==> src/rtl/spi_cfg_pkg.sv <==
package spi_cfg_pkg;
  localparam int INSTR_W = 16;
  localparam int ADDR_W  = 13;
  localparam int BYTE_W  = 8;
  localparam int LEN_W   = 2;
  localparam int CNT_W   = $clog2(INSTR_W);

  localparam logic [ADDR_W-1:0] A_CFG  = 13'h000;
  localparam logic [ADDR_W-1:0] A_ID   = 13'h001;
  localparam logic [ADDR_W-1:0] A_CHAN = 13'h005;

  localparam logic [LEN_W-1:0] LEN_STREAM = 2'd3;

  typedef enum logic [1:0] {PH_INSTR, PH_DATA, PH_DONE} phase_t;

  function automatic logic [INSTR_W-1:0] shift_word(logic [INSTR_W-1:0] cur, logic b, logic lsb);
    return lsb ? {b, cur[INSTR_W-1:1]} : {cur[INSTR_W-2:0], b};
  endfunction

  function automatic logic [BYTE_W-1:0] shift_byte(logic [BYTE_W-1:0] cur, logic b, logic lsb);
    return lsb ? {b, cur[BYTE_W-1:1]} : {cur[BYTE_W-2:0], b};
  endfunction

  function automatic logic [ADDR_W-1:0] next_addr(logic [ADDR_W-1:0] a, logic lsb);
    return lsb ? a - 1'b1 : a + 1'b1;
  endfunction

  function automatic logic [2:0] bit_pick(logic [2:0] cnt, logic lsb);
    return lsb ? cnt : 3'd7 - cnt;
  endfunction

  function automatic logic [BYTE_W-1:0] cfg_view(logic lsb, logic srst);
    return {1'b0, lsb, srst, 1'b1, 1'b1, srst, lsb, 1'b0};
  endfunction

  function automatic logic chan_hit(logic [1:0] idx, int c);
    return (idx == 2'd0) || (idx == 2'd3) || (int'(idx) == c + 1);
  endfunction
endpackage

==> src/rtl/spi_cfg_sync.sv <==
module spi_cfg_sync #(
  parameter int STAGES = 2
) (
  input  logic clk,
  input  logic rst_n,
  input  logic sclk,
  input  logic csb,
  input  logic sdio_in,
  output logic sclk_rise,
  output logic sclk_fall,
  output logic csb_low,
  output logic csb_rise,
  output logic sdio_s
);
  localparam logic [2:0] IDLE_V = 3'b010;

  logic [2:0] stg [STAGES];
  logic       sclk_q, csb_q;
  logic       sclk_s, csb_s;

  always_ff @(posedge clk or negedge rst_n) begin
    if (!rst_n) begin
      for (int i = 0; i < STAGES; i++) stg[i] <= IDLE_V;
      sclk_q <= 1'b0;
      csb_q  <= 1'b1;
    end else begin
      stg[0] <= {sclk, csb, sdio_in};
      for (int i = 1; i < STAGES; i++) stg[i] <= stg[i-1];
      sclk_q <= sclk_s;
      csb_q  <= csb_s;
    end
  end

  assign sclk_s    = stg[STAGES-1][2];
  assign csb_s     = stg[STAGES-1][1];
  assign sdio_s    = stg[STAGES-1][0];
  assign sclk_rise = sclk_s & ~sclk_q;
  assign sclk_fall = ~sclk_s & sclk_q;
  assign csb_low   = ~csb_s;
  assign csb_rise  = csb_s & ~csb_q;
endmodule

==> src/rtl/spi_cfg_frame.sv <==
module spi_cfg_frame
  import spi_cfg_pkg::*;
(
  input  logic              clk,
  input  logic              rst_n,
  input  logic              sclk_rise,
  input  logic              sclk_fall,
  input  logic              csb_low,
  input  logic              csb_rise,
  input  logic              sdio_s,
  input  logic              cfg_lsb,
  input  logic [BYTE_W-1:0] rd_data,
  output logic [ADDR_W-1:0] addr,
  output logic              wr_en,
  output logic [ADDR_W-1:0] wr_addr,
  output logic [BYTE_W-1:0] wr_data,
  output logic              sdio_out,
  output logic              sdio_oe
);
  phase_t             phase;
  logic [CNT_W-1:0]   bitcnt;
  logic [INSTR_W-1:0] ish;
  logic [BYTE_W-1:0]  dsh;
  logic               is_rd;
  logic [LEN_W-1:0]   len;
  logic [LEN_W-1:0]   nbytes;
  logic               lsb_f;

  logic               lsb_cur;
  logic [INSTR_W-1:0] ish_nx;
  logic [BYTE_W-1:0]  dsh_nx;
  logic               take, instr_end, byte_end, last_byte, stall_ok;

  assign lsb_cur   = (phase == PH_INSTR && bitcnt == '0) ? cfg_lsb : lsb_f;
  assign ish_nx    = shift_word(ish, sdio_s, lsb_cur);
  assign dsh_nx    = shift_byte(dsh, sdio_s, lsb_f);
  assign take      = sclk_rise & csb_low;
  assign instr_end = take && phase == PH_INSTR && bitcnt == CNT_W'(INSTR_W - 1);
  assign byte_end  = take && phase == PH_DATA && bitcnt == CNT_W'(BYTE_W - 1);
  assign last_byte = (len != LEN_STREAM) && (nbytes == len);
  assign stall_ok  = (phase == PH_DATA) && (bitcnt == '0) && (len != LEN_STREAM);

  always_ff @(posedge clk or negedge rst_n) begin
    if (!rst_n) begin
      phase    <= PH_INSTR;
      bitcnt   <= '0;
      ish      <= '0;
      dsh      <= '0;
      is_rd    <= 1'b0;
      len      <= '0;
      nbytes   <= '0;
      lsb_f    <= 1'b0;
      addr     <= '0;
      wr_en    <= 1'b0;
      wr_addr  <= '0;
      wr_data  <= '0;
      sdio_out <= 1'b0;
    end else begin
      wr_en <= 1'b0;
      if (csb_rise && !stall_ok) begin
        phase  <= PH_INSTR;
        bitcnt <= '0;
        is_rd  <= 1'b0;
      end else if (take) begin
        unique case (phase)
          PH_INSTR: begin
            ish <= ish_nx;
            if (bitcnt == '0) lsb_f <= cfg_lsb;
            if (instr_end) begin
              is_rd  <= ish_nx[INSTR_W-1];
              len    <= ish_nx[INSTR_W-2 -: LEN_W];
              addr   <= ish_nx[ADDR_W-1:0];
              nbytes <= '0;
              bitcnt <= '0;
              phase  <= PH_DATA;
            end else begin
              bitcnt <= bitcnt + 1'b1;
            end
          end
          PH_DATA: begin
            dsh <= dsh_nx;
            if (byte_end) begin
              bitcnt <= '0;
              if (!is_rd) begin
                wr_en   <= 1'b1;
                wr_addr <= addr;
                wr_data <= dsh_nx;
              end
              addr   <= next_addr(addr, lsb_f);
              nbytes <= nbytes + 1'b1;
              if (last_byte) phase <= PH_DONE;
            end else begin
              bitcnt <= bitcnt + 1'b1;
            end
          end
          default: ;
        endcase
      end
      if (sclk_fall && csb_low && phase == PH_DATA && is_rd)
        sdio_out <= rd_data[bit_pick(bitcnt[2:0], lsb_f)];
    end
  end

  assign sdio_oe = csb_low && (phase == PH_DATA) && is_rd;


  len_bound_chk: assert property (@(posedge clk) disable iff (!rst_n)
    (phase == PH_DATA && len != LEN_STREAM) |-> nbytes <= len);


  addr_step_chk: assert property (@(posedge clk) disable iff (!rst_n)
    byte_end |=> (addr == ($past(lsb_f) ? $past(addr) - 13'd1 : $past(addr) + 13'd1)));


  out_edge_chk: assert property (@(posedge clk) disable iff (!rst_n)
    (sdio_oe && $past(sdio_oe) && !$past(sclk_fall)) |-> $stable(sdio_out));


  write_whole_chk: assert property (@(posedge clk) disable iff (!rst_n)
    wr_en |-> $past(byte_end) && !$past(is_rd));
endmodule

==> src/rtl/spi_cfg_regs.sv <==
module spi_cfg_regs
  import spi_cfg_pkg::*;
#(
  parameter int          CHAN_BASE = 'h10,
  parameter int          CHAN_REGS = 8,
  parameter logic [7:0]  CHIP_ID   = 8'h22
) (
  input  logic              clk,
  input  logic              rst_n,
  input  logic              wr_en,
  input  logic [ADDR_W-1:0] wr_addr,
  input  logic [BYTE_W-1:0] wr_data,
  input  logic [ADDR_W-1:0] rd_addr,
  output logic [BYTE_W-1:0] rd_data,
  output logic              cfg_lsb
);
  localparam int NCH       = 2;
  localparam int NGLOB     = 3;
  localparam int GLOB_BASE = 'h08;
  localparam logic [NGLOB-1:0] SPARED = 3'b110;

  logic              lsb_q, srst_q;
  logic [1:0]        chan_q;
  logic [BYTE_W-1:0] glob_q [NGLOB];
  logic [BYTE_W-1:0] ch_q   [NCH][CHAN_REGS];

  logic wr_cfg, wr_chan;
  assign wr_cfg  = wr_en && wr_addr == A_CFG;
  assign wr_chan = wr_en && wr_addr == A_CHAN;

  always_ff @(posedge clk or negedge rst_n) begin
    if (!rst_n) begin
      lsb_q  <= 1'b0;
      srst_q <= 1'b0;
    end else begin
      srst_q <= wr_cfg && (wr_data[5] || wr_data[2]);
      if (wr_cfg) lsb_q <= wr_data[6] || wr_data[1];
    end
  end

  always_ff @(posedge clk or negedge rst_n) begin
    if (!rst_n)       chan_q <= '0;
    else if (srst_q)  chan_q <= '0;
    else if (wr_chan) chan_q <= wr_data[1:0];
  end

  always_ff @(posedge clk or negedge rst_n) begin
    if (!rst_n) begin
      for (int g = 0; g < NGLOB; g++) glob_q[g] <= '0;
    end else begin
      for (int g = 0; g < NGLOB; g++) begin
        if (srst_q && !SPARED[g])
          glob_q[g] <= '0;
        else if (wr_en && wr_addr == ADDR_W'(GLOB_BASE + g))
          glob_q[g] <= wr_data;
      end
    end
  end

  always_ff @(posedge clk or negedge rst_n) begin
    if (!rst_n) begin
      for (int c = 0; c < NCH; c++)
        for (int r = 0; r < CHAN_REGS; r++) ch_q[c][r] <= '0;
    end else begin
      for (int c = 0; c < NCH; c++)
        for (int r = 0; r < CHAN_REGS; r++) begin
          if (srst_q)
            ch_q[c][r] <= '0;
          else if (wr_en && wr_addr == ADDR_W'(CHAN_BASE + r) && chan_hit(chan_q, c))
            ch_q[c][r] <= wr_data;
        end
    end
  end

  always_comb begin
    rd_data = '0;
    if (rd_addr == A_CFG)       rd_data = cfg_view(lsb_q, srst_q);
    else if (rd_addr == A_ID)   rd_data = CHIP_ID;
    else if (rd_addr == A_CHAN) rd_data = {6'b0, chan_q};
    for (int g = 0; g < NGLOB; g++)
      if (rd_addr == ADDR_W'(GLOB_BASE + g)) rd_data = glob_q[g];
    for (int r = 0; r < CHAN_REGS; r++)
      if (rd_addr == ADDR_W'(CHAN_BASE + r))
        rd_data = (chan_q == 2'd2) ? ch_q[1][r] : ch_q[0][r];
  end

  assign cfg_lsb = lsb_q;


  srst_selfclear_chk: assert property (@(posedge clk) disable iff (!rst_n)
    srst_q |=> !srst_q);


  srst_spare_chk: assert property (@(posedge clk) disable iff (!rst_n)
    srst_q |=> (glob_q[1] == $past(glob_q[1]) && glob_q[2] == $past(glob_q[2])
                && lsb_q == $past(lsb_q)));


  srst_clear_chk: assert property (@(posedge clk) disable iff (!rst_n)
    srst_q |=> (chan_q == 2'd0 && glob_q[0] == '0 && ch_q[0][0] == '0 && ch_q[1][0] == '0));
endmodule

==> src/rtl/spi_cfg_slave.sv <==
module spi_cfg_slave
  import spi_cfg_pkg::*;
#(
  parameter int         SYNC_STAGES = 2,
  parameter int         CHAN_BASE   = 'h10,
  parameter int         CHAN_REGS   = 8,
  parameter logic [7:0] CHIP_ID     = 8'h22
) (
  input  logic clk,
  input  logic rst_n,
  input  logic sclk,
  input  logic csb,
  input  logic sdio_in,
  output logic sdio_out,
  output logic sdio_oe
);
  logic              sclk_rise, sclk_fall, csb_low, csb_rise, sdio_s;
  logic              cfg_lsb, wr_en;
  logic [ADDR_W-1:0] addr, wr_addr;
  logic [BYTE_W-1:0] wr_data, rd_data;

  spi_cfg_sync #(.STAGES(SYNC_STAGES)) u_sync (
    .clk(clk), .rst_n(rst_n), .sclk(sclk), .csb(csb), .sdio_in(sdio_in),
    .sclk_rise(sclk_rise), .sclk_fall(sclk_fall), .csb_low(csb_low),
    .csb_rise(csb_rise), .sdio_s(sdio_s)
  );

  spi_cfg_frame u_frame (
    .clk(clk), .rst_n(rst_n), .sclk_rise(sclk_rise), .sclk_fall(sclk_fall),
    .csb_low(csb_low), .csb_rise(csb_rise), .sdio_s(sdio_s), .cfg_lsb(cfg_lsb),
    .rd_data(rd_data), .addr(addr), .wr_en(wr_en), .wr_addr(wr_addr),
    .wr_data(wr_data), .sdio_out(sdio_out), .sdio_oe(sdio_oe)
  );

  spi_cfg_regs #(.CHAN_BASE(CHAN_BASE), .CHAN_REGS(CHAN_REGS), .CHIP_ID(CHIP_ID)) u_regs (
    .clk(clk), .rst_n(rst_n), .wr_en(wr_en), .wr_addr(wr_addr), .wr_data(wr_data),
    .rd_addr(addr), .rd_data(rd_data), .cfg_lsb(cfg_lsb)
  );


  oe_quiet_chk: assert property (@(posedge clk) disable iff (!rst_n)
    wr_en |-> !sdio_oe);
endmodule

==> config.mk <==
export PLATFORM = sky130hd
export DESIGN_NAME = spi_cfg_slave
export DESIGN_NICKNAME = d
export VERILOG_FILES = /design/src/rtl/spi_cfg_pkg.sv /design/src/rtl/spi_cfg_sync.sv /design/src/rtl/spi_cfg_frame.sv /design/src/rtl/spi_cfg_regs.sv /design/src/rtl/spi_cfg_slave.sv
export SDC_FILE = /design/constraint.sdc
export NUM_CORES = 1
export LEC_CHECK = 0
export BUFFER_PORTS_ARGS = -buffer_cell sky130_fd_sc_hd__clkbuf_2
export CORE_ASPECT_RATIO = 1.75
export CORE_MARGIN = 8
export CORE_UTILIZATION = 40
export DETAILED_ROUTE_END_ITERATION = 7
export GPL_TIMING_DRIVEN = 0
export PLACE_DENSITY = 0.61
export SYNTH_ARGS = -nofsm -noshare
export SYNTH_HDL_FRONTEND = slang
export SYNTH_SLANG_ARGS = --single-unit
==> constraint.sdc <==
create_clock -name clk -period 5.5 [get_ports clk]
set_input_delay 1.1 -clock clk [delete_from_list [all_inputs] [get_ports clk]]
set_output_delay 1.1 -clock clk [all_outputs]
set_load 0.05 [all_outputs]
* Word-level counts from Yosys, hierarchy flattened *
Index checks and enable logic that the tools add are counted.

storage, ports and cells
  memories = 0
  bits in writable memories = 0
  register bits = 236
  output and inout port bits = 2
  bits of input ports = 5
  word-level logic and storage cells = 272
  ROM bits = 0
  latch bits = 0

cells by class
  bitwise gates (word level) = 10
  magnitude comparators = 1
  multiply operators = 0
  shift-type cells = 0
  div/mod/pow operators = 0
  equal/unequal tests = 39
  muxes and demuxes = 91
  add/subtract/negate cells = 5
  reductions and logical operators = 87

operators with widths
  kind                                                                     number
  8-bit 2-to-1 mux                                                         56
  13-bit by 5-bit equality test with 1-bit output (second input constant)  16
  13-bit by 4-bit equality test with 1-bit output (second input constant)  6
  1-bit logical AND                                                        44
  2-bit nonzero test                                                       22
  13-bit 2-to-1 mux                                                        3
  13-bit by 3-bit equality test with 1-bit output (second input constant)  2
  13-bit zero test                                                         2
  13-bit one-hot mux with 2 select lines                                   1
  2-bit 2-to-1 mux                                                         10
  16-bit 2-to-1 mux                                                        1
  4-bit 2-to-1 mux                                                         4
  5-bit AND reduction                                                      3
  13-bit by 1-bit adder with 13-bit output (second input constant)         1
  13-bit by 1-bit equality test with 1-bit output (second input constant)  1
  13-bit by 1-bit subtractor with 13-bit output (second input constant)    1
  1-bit 2-to-1 mux                                                         11
  3-bit AND reduction                                                      3
  2-bit equality test (second input constant)                              4
  2-bit one-hot mux with 2 select lines                                    2
  4-bit one-hot mux with 2 select lines                                    1
  4-bit AND reduction                                                      2
  3-bit by 1-bit != test with 1-bit output (second input constant)         2
  1-bit inverter                                                           6
  other kinds (20)                                                         29

* Depth between registers and ports, before layout *
Gate-level depths: netlist of the first run.

  depth after elaboration = 17
  depth in mapped cells = 12
  mapped depth without buffers = 10

* By module *
A second synthesis of the first run with hierarchy kept.

unflattened totals
  cells, all modules = 1271
  area, all modules = 12456.9 um^2

by module, submodules not included
  module         seq. area each (um^2)  cells each  area each (um^2)  instances
  spi_cfg_regs   3903.7                 853         8303.0            1
  spi_cfg_frame  1801.7                 406         3925.0            1
  spi_cfg_sync   203.9                  12          229.0             1

* Worst setup path before layout of the first run *
Ideal clock, no wire load.

  path kind = register to output
  start = reg u_frame.phase[1]
  end = out sdio_oe
  path buffers = 2
  cell stages (with the launch flop) = 5
  slack = 2416 ps
  data required time = 4400 ps
  arrival time = 1984 ps
  cells stage by stage = dfrtp_1 > nand2b_1 > clkbuf_1 > buf_1 > nor3_1

on the way
  cells in the longest elaborated chain, start to end = 3

ends and longest elaborated chain
  item                                            RTL line              source
  start: declaration                              spi_cfg_frame.sv:20   phase_t phase;
  start signal: assignment                        spi_cfg_frame.sv:45   phase <= PH_INSTR;
  start signal: assignment                        spi_cfg_frame.sv:61   phase <= PH_INSTR;
  start signal: assignment                        spi_cfg_frame.sv:75   phase <= PH_DATA;
  2-bit by 1-bit equality test with 1-bit output  spi_cfg_frame.sv:104  assign sdio_oe = csb_low && (phase == PH_DATA) && is_rd;
  1-bit logical AND (2 in a row)                  spi_cfg_frame.sv:104
  end: declaration                                spi_cfg_slave.sv:15   output logic sdio_oe

Every way passes these cells.

* Worst setup path after layout of the first run *
  start = reg u_frame.addr[3]
  end = reg u_frame.sdio_out

on the way
  cells in the longest elaborated chain, start to end = 17
  elaborated cells on any way between the ends = 30
  classes of those cells = eq/ne: 13; mux: 16; reduce/logical: 1

ends and longest elaborated chain
  item                                             RTL line              source
  start: declaration                               spi_cfg_frame.sv:13   output logic [ADDR_W-1:0] addr,
  start signal: assignment                         spi_cfg_frame.sv:72   addr <= ish_nx[ADDR_W-1:0];
  start signal: assignment                         spi_cfg_frame.sv:89   addr <= next_addr(addr, lsb_f);
  13-bit by 3-bit equality test with 1-bit output  spi_cfg_regs.sv:79    else if (rd_addr == A_CHAN) rd_data = {6'b0, chan_q};
  2-bit 2-to-1 mux                                 spi_cfg_regs.sv:79
  8-bit 2-to-1 mux                                 spi_cfg_regs.sv:78    else if (rd_addr == A_ID) rd_data = CHIP_ID;
  8-bit 2-to-1 mux                                 spi_cfg_regs.sv:77    if (rd_addr == A_CFG) rd_data = cfg_view(lsb_q, srst_q);
  8-bit 2-to-1 mux (3 in a row)                    spi_cfg_regs.sv:81    if (rd_addr == ADDR_W'(GLOB_BASE + g)) rd_data = glob_q[g];
  8-bit 2-to-1 mux (7 in a row)                    spi_cfg_regs.sv:83    if (rd_addr == ADDR_W'(CHAN_BASE + r))
  8-bit 2-to-1 mux *                               spi_cfg_regs.sv:83
  1-bit binary-select mux with 3-bit select *      spi_cfg_frame.sv:100  sdio_out <= rd_data[bit_pick(bitcnt[2:0], lsb_f)];
  1-bit 2-to-1 mux (implied by the code) *         spi_cfg_frame.sv:100
  end signal: assignment                           spi_cfg_frame.sv:100
  end: declaration                                 spi_cfg_frame.sv:17   output logic sdio_out,

Mark *: on every way between the ends. The rest lies on a longest branch, timed or not. The select of a mux whose other input is x is not followed.
A chain may end at the register's enable or synchronous reset.

==> results of run 1 <==
[through the flow]
stage                     setup TNS, ns  total power [mW]  instance area, um2  hold WS, ns  setup WS (ns)
after CTS                             0             3.684               13690       0.3523          1.756
final                                 0             3.655               13690       0.3480          1.711
after detailed placement              0             1.928               12870       0.3381          1.790
after floorplan                       0             1.861               12290       0.3312          2.416
after global routing                  0             3.771               13690       0.3606          1.661
after global placement          -359.52             1.921               12810       0.3337         -1.576
[state kept, by name, indices dropped and copies added, names as in the netlist, 2 cells and up]
signal           flops
u_regs.ch_q        128
u_frame.addr        13
u_frame.dsh          8
u_frame.wr_addr     13
u_sync.stg           3
u_regs.chan_q        2
u_frame.wr_data      8
u_regs.glob_q       24
u_frame.nbytes       2
u_frame.phase        2
u_frame.len          2
u_frame.ish         16
u_frame.bitcnt       4
[layout make-up]
type	count	area (um2)
well taps	391	489.2
multi-input cells	936	5906
plain buffers	91	411.6
fillers	2917	16830
inverters	16	60.06
flip-flops and latches	236	5909
repair buffers	8	93.84
clock inverters	8	140.1
clock buffers	33	683.2
[how the worst max path moves through the flow]
stage / from / endpoint / slack, ns
6_report: u_frame.addr[3] / u_frame.sdio_out / 1.71
5_1_grt: u_frame.addr[3] / u_frame.sdio_out / 1.66
4_1_cts: u_frame.addr[3] / u_frame.sdio_out / 1.76
3_5_place_dp: u_frame.addr[3] / u_frame.sdio_out / 1.79
3_3_place_gp: rst_n / u_frame.dsh[5] / -1.58
2_1_floorplan: u_frame.phase[1] / sdio_oe / 2.42
[power breakdown]
group | switching [mW] | internal (mW)
registers | 0.0187 | 1.76
logic | 0.0821 | 0.0365
clock network | 0.712 | 1.05
total | 0.813 | 2.84
[kinds of logic (layout without fill, tap and decap cells)]
family	Yosys count	count (layout)	synth area share, %
DFF	236	236	48.10
muxes	198	198	16.50
and+or+nand+nor	487	487	18.07
adders and majority gates	7	7	0.7128
AOI/OAI and AO/OA	236	236	12.22
xor gates and xnor gates	8	8	0.5702
buffers and inverters	107	156	3.839
[routing by layer]
layer / up-vias / wire length, um / global-route usage [%]
li1: 4582 / - / -
met1: 4841 / 13660 / 21.73
met2: 319 / 21590 / 41.48
met3: 154 / 1737 / 2.811
met4: 2 / 3603 / 18.53
met5: - / 9 / 0
[cell usage in the layout, fill, tap and decap left out, drive strengths merged, types with 3 or more instances in the layout]
cell type,synthesis,final
a2111oi,4,4
clkinv,0,4
a31oi,18,18
xor2,4,4
o22a,5,5
o311ai,4,4
mux2,36,36
o31ai,5,5
nor4,8,8
bufinv,0,4
ha,7,7
xnor2,4,4
buf,25,27
a311oi,5,5
nor2,181,181
clkbuf,66,105
dfrtp,233,233
nand3b,8,8
nor2b,5,5
o221ai,6,6
inv,16,16
nand3,51,51
and3b,3,3
o22ai,3,3
nand2,164,164
o21ai,58,58
or3,10,10
a211oi,3,3
or4,9,9
nor3,21,21
a21o,3,3
dfstp,3,3
mux2i,162,162
a21oi,86,86
nand4,8,8
nand2b,12,12
o211ai,7,7
==> impl_metrics.yaml, run 1 <==
run_status:
  status: "finished clean"
detailed_routing:
  vias: 9898
  drt_pre_antenna_iters: 5
  drc_errors: 0
  postRouteAntennaNets: 0
  wl_um: 40600
  wl_per_cell_um: 23.62
  drt-initial-drc-count: 741
  vias_per_cell: 5.758
sta:
  final.min_clock_period_ns: 3.789
  worst_pin_slew_ns: 1.349
  rsz0062_at_grt: "no"
  finalMaxSlewViolations: 0
  clock_skew_ns: 0.01236
  max_freq_ghz: 0.2639
  hold_viol: 0
  setup_viol: 0
  final.period_utilization_pct: 68.89
  slew_headroom_pct: 8.913
logic_synthesis:
  synth-seq-cells: 236
  syn_nets: 1291
  ys_types: 77
  netlist_instances: 1279
  synth_area_leaders: "dfrtp_1, mux2i_1, nor2_1"
  synth_common_cells: "dfrtp_1, nor2_1, nand2_1, mux2i_1, a21oi_1"
  ys.flop_type: "dfrtp_1"
  synth_edf_count: 0
  ys_seq_area_share_pct: 48.10
  synth.most_common_cell: "dfrtp_1"
  synth_top_area_share_pct: 47.45
  syn_area_per_cell_um2: 9.607
  synth_area_um2: 12290
  synthArstFlopShare_pct: 100.0
  synth_top_cell_by_area: "dfrtp_1"
  ys.warnings.count: 0
cts:
  cts_resized: 0
  clock_latency_ns: 0.54
  cts_htree_levels: 1
  cts_buffer_depth: 3
  cts-buffers-inserted: 23
  cts_root_buf: "clkbuf_16"
  cts_tree: "built"
  post_cts_buffers: 0
  cts-hold-fix-buffers: 0
  path_clk_slew_ns: 0.06
  cts_sinks: 236
power_and_ir_drop:
  p_per_area_nw_per_um2: 266.9
  irDropWorstVdd_mv: 0.2807
  p_leak_nw: 6.700
final_layout:
  antennaDiodeCount: 0
  area_growth_pct: 11.45
  fin_nets: 1324
  instances_no_fill: 1719
  drive_gt1_share_pct: 9.789
  fin_util_pct: 44.86
min_path:
  hold_path_class: "flip-flop to flip-flop"
  min_from: "u_sync.stg[3]"
  hold_depth: 0
  hold_path_end: "u_sync.sdio_s"
die:
  die-area_um2: 36800
  io_pins: 7
  start_util_pct: 40.25
  core-area_um2: 30520
  die_w_um: 148.5
  die_h_um: 247.9
  num_rows: 85
global_route:
  antenna_found_initial: 1
  grt-ovfl-total: 0
  grt_usage_pct: 22.40
  grt_max_degree: 106
  grt_pass1_wl_um: 62090
  grt_pass1_vias: 10299
placed_design:
  placed_cells: 1678
  gp_congestion: 1.004
  io_buffers: 6
  dp_hpwl_um: 30430
worst_setup_path:
  startpoint_type: "flip-flop"
  critPathTopFamily: "compound AO/OA/AOI/OAI gates"
  worstPathArrival_ns: 4.23
  crit_fanout: 10
  crit_path_end_kind: "flip-flop"
  cp.required_ns: 5.94
  r2r-end: "u_frame.sdio_out"
  slowest_delay_ns: 0.76
  slowest_stage: "nor4_1"
  crit_chain: "clkbuf_1 > nor4_1 > nand4_1 > a21oi_1 > a211o_1 > a2111oi_1 > a2111oi_0 > nor2_1 > o21ai_2"
  worst_r2r_path_depth: 9
  crit_buf_inv: 1
  crit_type: "flip-flop to flip-flop"
  r2r_start: "u_frame.addr[3]"
  crit_cells: 9
  timing.reg2reg.setup_slack_ns: 1.71
run:
  drv_cap: 0
No activity file was read; power rests on OpenSTA's default activity.
==> run 2, diff against run 1 <==
Clock period 5.5 ns to 3.5 ns, I/O delays scaled along.
==> run 2 against run 1 <==
Net effect: die area unchanged; first-iteration DRC count decreased by 0.27%; worst setup slack got worse by 1.6 ns; clock skew increased by 0.0017 ns; global-route usage about the same; worst hold slack got worse by 0.24 ns; critical endpoint unchanged; largest cell class is now multi-input gates; largest power group unchanged; highest routed layer unchanged.
==> impl_metrics.yaml, run 2 (synthesis results as in run 1) <==
placed_design:
  gp_congestion: 1.004
  dp_hpwl_um: 30430
  io_buffers: 6
final_layout:
  layout_common_cells: "dfrtp_1, nor2_1, nand2_1, mux2i_1, a21oi_1"
  num-fill-cells: 2908
  antennaDiodeCount: 0
  largest_register: "u_regs.ch_q"
  fin_nets: 1324
  reg_top3: "u_regs.ch_q (128), u_regs.glob_q (24), u_frame.ish (16)"
  largest_reg_flops: 128
  layout_commonest_cell: "dfrtp_1"
  seqCellArea_um2: 5909
  multiInputGateArea_um2: 5942
  area_growth_pct: 11.76
  drive_gt1_share_pct: 10.17
sta:
  fin_setup_tns_ns: 0
  setup_viol: 0
  final.period_utilization_pct: 97.63
  hold_viol: 0
  clock_skew_ns: 0.01402
  worst_pin_slew_ns: 1.335
  rsz0062_at_grt: "no"
  slew_headroom_pct: 10.29
  max_freq_ghz: 0.2926
  final.min_clock_period_ns: 3.417
  finalMaxSlewViolations: 0
detailed_routing:
  wl_um: 40660
  postRouteAntennaNets: 0
  wl_per_cell_um: 23.65
  drc_errors: 0
  vias: 9899
  drt_pre_antenna_iters: 5
  vias_per_cell: 5.759
  drt-initial-drc-count: 739
cts:
  path_clk_slew_ns: 0.06
  cts_buffer_depth: 3
  cts_htree_levels: 1
  cts_sinks: 236
  cts_tree: "built"
  cts_root_buf: "clkbuf_16"
  post_cts_buffers: 0
  cts-buffers-inserted: 23
  clock_latency_ns: 0.54
die:
  num_rows: 85
  die_h_um: 247.9
  start_util_pct: 40.25
  io_pins: 7
  core-area_um2: 30520
  die_w_um: 148.5
  die-area_um2: 36800
global_route:
  grt_usage_pct: 22.42
  grt_pass1_vias: 10287
  grt_max_degree: 106
  antenna_found_initial: 1
  grt_pass1_wl_um: 62160
  grt-ovfl-total: 0
power_and_ir_drop:
  total_power_mw: 5.746
  p_per_area_nw_per_um2: 418.4
  p_leak_nw: 6.717
  irDropWorstVdd_mv: 0.4411
worst_setup_path:
  crit_path_end_kind: "flip-flop"
  crit_type: "flip-flop to flip-flop"
  crit_fanout: 10
  startpoint_type: "flip-flop"
  worstPathArrival_ns: 3.86
  cp.required_ns: 3.94
run:
  drv_cap: 0
run_status:
  status: "finished clean"
min_path:
  hold_path_class: "input pin to async pin"
[run 2: cell count changes in the layout (fill, tap and decap cells not counted), sizes merged]
| cell | before | now |
|---|---|---|
| buf | 27 | 26 |
| clkbuf | 105 | 106 |
[run 2: final cells by class]
cell class,instances,share of cell area [%]
inverters,16,0.4374
clock buffers,33,4.975
well taps,391,3.563
flip-flops and latches,236,43.03
multi-input cells,936,43.27
repair buffers,8,0.6834
clock inverters,8,1.020
plain buffers,91,3.016
[run 2: report_power, final]
group,leakage (nW),internal [mW],switching (mW)
registers,3.27,2.76,0.0297
clock network,0.409,1.65,1.12
logic,3.04,0.0574,0.129
[run 2: worst paths after layout]
kind / startpoint / to / slack (ns) / depth (start not counted)
max in group asynchronous: rst_n / u_sync.csb_q / 2.52 / 2
min reg2reg: u_sync.stg[3] / u_sync.sdio_s / 0.35 / 0
min: rst_n / u_regs.ch_q[11] / 0.11 / 1
max: u_frame.addr[3] / u_frame.sdio_out / 0.08 / 9
min in group clk: csb / u_sync.stg[4] / 0.25 / 1
max reg2reg: u_frame.addr[3] / u_frame.sdio_out / 0.08 / 9
[run 2: metal layers]
| metal | track usage, % | up-vias | part of all wire, % |
|---|---|---|---|
| li1 | - | 4579 | - |
| met5 | 0 | - | 0.042 |
| met1 | 21.82 | 4861 | 34 |
| met4 | 18.11 | 2 | 8.6 |
| met2 | 41.64 | 310 | 53 |
| met3 | 2.792 | 147 | 3.9 |
[run 2: metrics by stage]
stage / worst slack (ns) / hold slack [ns] / utilization, % / area [um2] / cells
3_5_place_dp: -0.2101 / 0.3381 / 42.16 / 12870 / 1678
4_1_cts: 0.02339 / 0.1226 / 44.97 / 13730 / 1719
5_1_grt: 0.02188 / 0.1496 / 44.99 / 13730 / 1719
2_1_floorplan: 0.8158 / 0.3312 / - / 12290 / 1279
3_3_place_gp: -3.176 / 0.3337 / 41.96 / 12810 / 1676
6_report: 0.08288 / 0.1114 / 44.99 / 13730 / 1719
[run 2: critical path, cell delays in order (launching register included)]
cell and delay (ns):
dfrtp_1 0.37, clkbuf_1 0.28, nor4_2 0.49, nand4_1 0.54
a21oi_1 0.37, a211o_1 0.29, a2111oi_2 0.11, a2111oi_0 0.54
nor2_1 0.11, o21ai_2 0.22
[run 2: repair_timing]
| action | in CTS | in global routing |
|---|---|---|
| endpoints found under the hold margin | 0 | 0 |
| endpoints found under the setup margin | 1 | 29 |
| resized for setup | 5 | 3 |
| gates cloned | 0 | 0 |
| hold buffers | 0 | 0 |
